==> config.mk <==
export PLATFORM = sky130hd
export DESIGN_NAME = stby_seq_ctrl
export DESIGN_NICKNAME = d
export VERILOG_FILES = /design/src/rtl/stby_pkg.sv /design/src/rtl/stby_settle_timer.sv /design/src/rtl/stby_scan_loader.sv /design/src/rtl/stby_seq_ctrl.sv
export SDC_FILE = /design/constraint.sdc
export NUM_CORES = 1
export LEC_CHECK = 0
export ABC_AREA = 1
export ABC_CLOCK_PERIOD_IN_PS = 2170
export BUFFER_PORTS_ARGS = -buffer_cell sky130_fd_sc_hd__buf_4
export CAP_MARGIN = 5
export CORE_MARGIN = 1.5
export CORE_UTILIZATION = 55
export CTS_CLUSTER_DIAMETER = 100
export CTS_CLUSTER_SIZE = 12
export DETAILED_ROUTE_END_ITERATION = 10
export GPL_TIMING_DRIVEN = 1
export PLACE_DENSITY = 0.91
export SYNTH_ARGS = -nofsm -noshare
export SYNTH_HDL_FRONTEND = slang
export SYNTH_SLANG_ARGS = --single-unit
export TNS_END_PERCENT = 10
==> constraint.sdc <==
create_clock -name clk -period 2.17 [get_ports clk]
set_input_delay 0.217 -clock clk [delete_from_list [all_inputs] [get_ports clk]]
set_output_delay 0.217 -clock clk [all_outputs]
set_load 0.005 [all_outputs]
==> src/rtl/stby_pkg.sv <==
package stby_pkg;

    typedef enum logic [2:0] {
        ST_RUN,
        ST_HOLD,
        ST_BIAS_SETTLE,
        ST_REST,
        ST_UNBIAS,
        ST_RELOAD
    } stby_state_t;

endpackage

==> src/rtl/stby_settle_timer.sv <==
module stby_settle_timer #(
    parameter int SETTLE_W = 8
) (
    input  logic                clk,
    input  logic                rst_n,
    input  logic                load,
    input  logic [SETTLE_W-1:0] load_val,
    output logic                expired
);

    typedef struct packed {
        logic [SETTLE_W-1:0] cnt;
    } tmr_t;

    tmr_t tmr_d, tmr_q;

    always_comb begin
        tmr_d = tmr_q;
        if (load) begin
            tmr_d.cnt = load_val;
        end else if (tmr_q.cnt != '0) begin
            tmr_d.cnt = tmr_q.cnt - 1'b1;
        end
    end

    always_ff @(posedge clk or negedge rst_n) begin
        if (!rst_n) tmr_q <= '0;
        else        tmr_q <= tmr_d;
    end

    assign expired = (tmr_q.cnt == '0);

endmodule

==> src/rtl/stby_scan_loader.sv <==
module stby_scan_loader #(
    parameter int STATE_W = 8
) (
    input  logic               clk,
    input  logic               rst_n,
    input  logic               start,
    input  logic [STATE_W-1:0] data,
    input  logic               active,
    input  logic               shift_ready,
    output logic               scan_si,
    output logic               last_xfer
);

    localparam int CNT_W = $clog2(STATE_W + 1);

    typedef struct packed {
        logic [STATE_W-1:0] shreg;
        logic [CNT_W-1:0]   left;
    } ldr_t;

    ldr_t ldr_d, ldr_q;
    logic xfer;

    assign xfer = active && shift_ready && (ldr_q.left != '0);

    always_comb begin
        ldr_d = ldr_q;
        if (start) begin
            ldr_d.shreg = data;
            ldr_d.left  = CNT_W'(STATE_W);
        end else if (xfer) begin
            ldr_d.shreg = ldr_q.shreg >> 1;
            ldr_d.left  = ldr_q.left - 1'b1;
        end
    end

    always_ff @(posedge clk or negedge rst_n) begin
        if (!rst_n) ldr_q <= '0;
        else        ldr_q <= ldr_d;
    end

    assign scan_si   = ldr_q.shreg[0];
    assign last_xfer = xfer && (ldr_q.left == CNT_W'(1));

endmodule

==> src/rtl/stby_seq_ctrl.sv <==
module stby_seq_ctrl
    import stby_pkg::*;
#(
    parameter int NUM_CP   = 4,
    parameter int STATE_W  = 8,
    parameter int SETTLE_W = 8
) (
    input  logic                clk,
    input  logic                rst_n,
    input  logic                sleep_req,
    input  logic                wake_req,
    input  logic [SETTLE_W-1:0] settle_cycles,
    input  logic [STATE_W-1:0]  restart_state,
    input  logic                shift_ready,
    output logic [NUM_CP-1:0]   cp_sel,
    output logic                standby,
    output logic                scan_en,
    output logic                shift_valid,
    output logic                scan_si,
    output logic                busy,
    output logic                ready
);

    typedef struct packed {
        stby_state_t st;
        logic        wake_pend;
    } seq_t;

    seq_t seq_d, seq_q;
    logic tmr_load, tmr_expired;
    logic ldr_start, ldr_last;
    logic hold_all;

    stby_settle_timer #(.SETTLE_W(SETTLE_W)) u_timer (
        .clk      (clk),
        .rst_n    (rst_n),
        .load     (tmr_load),
        .load_val (settle_cycles),
        .expired  (tmr_expired)
    );

    stby_scan_loader #(.STATE_W(STATE_W)) u_loader (
        .clk         (clk),
        .rst_n       (rst_n),
        .start       (ldr_start),
        .data        (restart_state),
        .active      (seq_q.st == ST_RELOAD),
        .shift_ready (shift_ready),
        .scan_si     (scan_si),
        .last_xfer   (ldr_last)
    );

    always_comb begin
        seq_d     = seq_q;
        tmr_load  = 1'b0;
        ldr_start = 1'b0;
        unique case (seq_q.st)
            ST_RUN: begin
                seq_d.wake_pend = 1'b0;
                if (sleep_req) seq_d.st = ST_HOLD;
            end
            ST_HOLD: begin
                seq_d.st = ST_BIAS_SETTLE;
                tmr_load = 1'b1;
                if (wake_req) seq_d.wake_pend = 1'b1;
            end
            ST_BIAS_SETTLE: begin
                if (wake_req) seq_d.wake_pend = 1'b1;
                if (tmr_expired) begin
                    if (seq_q.wake_pend || wake_req) begin
                        seq_d.st        = ST_UNBIAS;
                        seq_d.wake_pend = 1'b0;
                        tmr_load        = 1'b1;
                        ldr_start       = 1'b1;
                    end else begin
                        seq_d.st = ST_REST;
                    end
                end
            end
            ST_REST: begin
                if (wake_req) begin
                    seq_d.st  = ST_UNBIAS;
                    tmr_load  = 1'b1;
                    ldr_start = 1'b1;
                end
            end
            ST_UNBIAS: begin
                if (tmr_expired) seq_d.st = ST_RELOAD;
            end
            ST_RELOAD: begin
                if (ldr_last) seq_d.st = ST_RUN;
            end
            default: seq_d.st = ST_RUN;
        endcase
    end

    always_ff @(posedge clk or negedge rst_n) begin
        if (!rst_n) seq_q <= '{st: ST_RUN, wake_pend: 1'b0};
        else        seq_q <= seq_d;
    end

    assign hold_all = (seq_q.st != ST_RUN);

    for (genvar g = 0; g < NUM_CP; g++) begin : g_cp
        assign cp_sel[g] = hold_all;
    end

    assign standby     = (seq_q.st == ST_BIAS_SETTLE) || (seq_q.st == ST_REST);
    assign scan_en     = (seq_q.st == ST_RELOAD);
    assign shift_valid = (seq_q.st == ST_RELOAD);
    assign busy        = (seq_q.st != ST_RUN) && (seq_q.st != ST_REST);
    assign ready       = (seq_q.st == ST_RUN);

endmodule

# == After elaboration in Yosys (flattened, before gate mapping) ==
# Index checks and enable logic that the tools add are counted.
# word_totals
regBits,24
elab_cells,53
input_bits,21
out_inout_bits,10
# classes
addsub,2
n_eq_ne,12
muxes,19
reduce_logical,15
# ops
cell,n
12-bit 2-to-1 mux,2
3-bit one-hot mux with 6 select lines,1
8-bit 2-to-1 mux,2
3-bit 2-to-1 mux,5
2-bit inequality test (second input constant),5
8-bit logical NOT,1
8-bit nonzero test,1
8-bit by 1-bit subtractor with 8-bit output (second input constant),1
3-bit by 2-bit == test with 1-bit output (second input constant),2
3-bit == test (second input constant),2
1-bit one-hot mux with 3 select lines,2
3-bit nonzero test,2
1-bit 2-to-1 mux,5
5-bit AND reduction,1
4-bit by 1-bit == test with 1-bit output (second input constant),1
1-bit logical AND,4
4-bit 2-to-1 mux,1
2-bit nonzero test,2
4-bit nonzero test,1
4-bit by 1-bit subtractor with 4-bit output (second input constant),1
3-bit by 1-bit == test with 1-bit output (second input constant),1
3-bit logical NOT,1
3-bit by 2-bit inequality test with 1-bit output (second input constant),1
1-bit logical OR,2
1-bit one-hot mux with 2 select lines,1

# == Depth between registers and ports, before layout ==
# logic_depth
word_depth,6
ltp_mapped,10
ltp_nobuf,10

# == By module ==
# From an unflattened synthesis, not the netlist that was laid out.
# unflattened
cells_unflattened,213
hier_area_um2,1582.8
# by_module_without_submodules
mod,seq_area_each_um2,area_each_um2,instances,cells_per_inst
stby_scan_loader,300.3,704.4,1,82
stby_settle_timer,200.2,513.0,1,71
stby_seq_ctrl,100.1,365.4,1,60

# == Least setup slack after synthesis ==
# Ideal clock, no wire load.
# synth_path
path_kind,register to register
startpoint,reg u_timer.tmr_q[0] (netlist bit)
endpoint,reg u_loader.ldr_q[10] (netlist bit)
setup_ns,0.121
t_required_ns,2.049
path_slack_ns,0.592
path_stages_with_launch,10
n_path_buf,0
period_less_slack_ns,1.578
arrival_time_ns,1.457
cell_sequence,dfrtp_1 > inv_1 > ha_1 > nand2_1 > nor2_4 > nand2_4 > nand2_4 > inv_4 > nor2_1 > o21ai_1
# synth_between
elab_chain_cells,4
elab_cells_between_ends,5
cone_classes,3 x mux; 2 x reduce/logical
# synth_rtl
element,line_no,source
"start, declared",stby_settle_timer.sv:15,"tmr_t tmr_d, tmr_q;"
"start signal, assigned",stby_settle_timer.sv:28,else tmr_q <= tmr_d;
8-bit logical NOT *,stby_settle_timer.sv:31,assign expired = (tmr_q.cnt == '0);
1-bit 2-to-1 mux *,stby_seq_ctrl.sv:69,if (tmr_expired) begin
1-bit one-hot mux with 2 select lines *,stby_seq_ctrl.sv:57,unique case (seq_q.st)
12-bit 2-to-1 mux / 2-bit nonzero test (equally long branches),-,
"end signal, assigned",stby_scan_loader.sv:39,else ldr_q <= ldr_d;
"end, declared",stby_scan_loader.sv:21,"ldr_t ldr_d, ldr_q;"
# Mark *: on every way between the ends. The rest lies on a longest branch, timed or not.
# A chain may end at the register's enable or synchronous reset.

# == Final worst setup path ==
# layout_path
startpoint,reg u_timer.tmr_q[0] (netlist bit)
endpoint,reg u_loader.ldr_q[8] (netlist bit)
# The elaborated chain is that of the path after synthesis.

==> out/qor.txt <==
IO buf count - 30
Commonest non-fill, non-tap cell in the layout - nand2_1
Routed WL - 3000 um
Post-CTS Setup Inserts - 0
Synth cell types - 27
Hold WS - 105 ps
Layout Skew - 4.39 ps
Period minus WS final - 1800 ps
Post-route cell area - 1860 sq um
Residual DRC - 0
Drt pass-1 iters - 4
Multi-input logic area - 802 sq um
Slowest-stage cell, CP - dfrtp_1
Critical Path Source Type - flip-flop
TNS Setup - 0 ps
Top achievable clock speed - 0.556 GHz
Cell Pwr Density - 1250 nW/um^2
Placed cell area - 1820 sq um
Vias in the first global route - 1315
Post-CTS Resized - 0
Post-CTS Hold Buffers - 1
Max Cap Viol - 0
Share of layout cells above drive strength 1 - 22.2%
Synthesized cell area - 1620 sq um
Post-synthesis sequential area ratio - 37.0%
Non-Filler Instances - 283
Violation count after the first detailed-route iteration - 47
Routability cong. - 0.877
Initial core utilization - 58.3%
Avg WL per Cell - 10.6 um
Routed vias - 1403
Critical path arrival - 2020 ps
Total grt overflow - 0
Slew HR - 79.1%
Register Area - 601 sq um
Worst Path Buf+Inv - 2
Register bit total from synthesis - 24
Die W - 57.3 um
Row cnt - 19
Max incr delay on CP - 400 ps
Ys Warns - 0
Status - finished clean
Initial antenna violation count - 0
GR Util All Layers - 21.1%
Ant diodes - 0
Final Net Count - 278
Largest delay contributor family on the critical path - simple AND/OR/NAND/NOR gates
Core Box Area - 2780 sq um
Largest net degree at the start of global routing - 25
I/O pins - 31
Maximum vdd drop - 822 uV
Post-Place Cells - 278
Dpl hpwl - 2340 um
Clock Latency Late Sink - 320 ps
Post-Synthesis Cells - 224
Worst Setup End Kind - flip-flop
Hold WC Path Type - primary input to flip-flop
Crit-path cells - inv_1 -> ha_1 -> nand2_1 -> nor2_4 -> nand2_4 -> nand2_4 -> inv_4 -> nor2_1 -> o21ai_1
# H-tree levels - 1
Routed Antenna Nets - 0
Required time worst endpoint - 2390 ps
Synth Net Count - 249
Die Y - 57.3 um
Filler cells - 256
Commonest non-fill, non-tap cells in the layout - nand2_1, nor2_1, inv_1
Most used cell, CP - nand2_4
CP Max Fanout - 10
Final Max Tran Viols - 0
Worst-path clk slew - 130 ps
Vias per inst - 4.96
Post-Syn Area per Cell - 7.24 sq um
Clock Sinks - 24
P_leak - 1.03 nW
Worst-margin pin slew - 313 ps
Clock Tree Buf Depth - 2
Final Cycle Share - 82.8%
CTS tree - done
RSZ-0062 raised after global routing - false
CTS Buf Count - 3
Root Buffer - clkbuf_4
Die area - 3280 sq um
First-pass GRT wire length - 5420 um
Hold Vio Cnt, Final - 0
Crit Path Class - flip-flop to flip-flop
PnR Total Power - 2.33 mW
Area Growth Syn to Fin - 14.9%
Setup violations, final - 0
-- through the flow --
step | util (%) | setup slack [ps]
final | 67.0 | 373
after global routing | 67.0 | 225
after CTS | 67.0 | 385
after detailed placement | 65.3 | 427
after global placement | 65.3 | 497
after floorplan | - | 592
-- Yosys cell counts, drive strengths merged --
master	instances	share of area [%]
nand2	58	15
nor2	44	13
inv	38	9.0
dfrtp	24	37
o21ai	19	5.9
nand3	14	5.9
buf	7	4.2
a21oi	4	1.7
ha	4	3.1
nand4	4	1.5
xor2	3	1.6
nor3	2	0.62
clkinv	1	0.31
o21bai	1	0.46
or2	1	0.39
-- report_power, final --
| group | internal [mW] | switching (mW) | total (mW) |
|---|---|---|---|
| clock network | 0.103 | 0.135 | 0.238 |
| logic | 0.528 | 0.714 | 1.24 |
| registers | 0.668 | 0.184 | 0.852 |
-- state kept, by name (all words and copies together) (netlist names) --
name              count
seq_q                 4
u_loader.ldr_q       11
u_loader.scan_si      1
u_timer.tmr_q         8
-- path summary, 6_finish.rpt --
kind	startpoint	end	slack, ps	cells after the start
hold / removal	settle_cycles[4]	u_timer.tmr_q[4]$_DFFE_PN0P_	100	3
max in group asynchronous	rst_n	u_timer.tmr_q[7]$_DFFE_PN0P_	1620	2
min in group asynchronous	rst_n	u_timer.tmr_q[5]$_DFFE_PN0P_	320	2
hold reg to reg	u_loader.ldr_q[2]$_DFFE_PN0P_	u_loader.ldr_q[2]$_DFFE_PN0P_	500	1
setup reg to reg	u_timer.tmr_q[0]$_DFFE_PN0P_	u_loader.ldr_q[8]$_DFFE_PN0P_	370	9
setup / recovery	u_timer.tmr_q[0]$_DFFE_PN0P_	u_loader.ldr_q[8]$_DFFE_PN0P_	370	9
-- cell type report --
cell class,count,area share [%]
clock buffer,4,1.95
inverter,39,8.06
multi-input combinational,154,43.0
sequential,24,32.2
tap,31,2.08
timing repair buffer,31,12.6
-- per-layer routing --
metal / GRT usage [%] / routed length, um / vias up
li1: - / - / 743
met2: 35.5 / 1420 / 38
met5: 0 / 0 / -
met1: 27.3 / 1420 / 618
met3: 2.95 / 126 / 4
met4: 8.97 / 36 / 0
-- worst min-delay path: stages --
cell and delay (ps):
buf_4 80, nand2_1 40, o21ai_1 60
-- cell families after synthesis --
group / synth area share (%)
AOI/OAI and AO/OA: 8.03
buffers and inverters: 13.5
and+or+nand+nor: 36.7
DFF: 37.0
xor gates and xnor gates: 1.62
adders and majority gates: 3.09
Power figures use the tool's default switching activity.
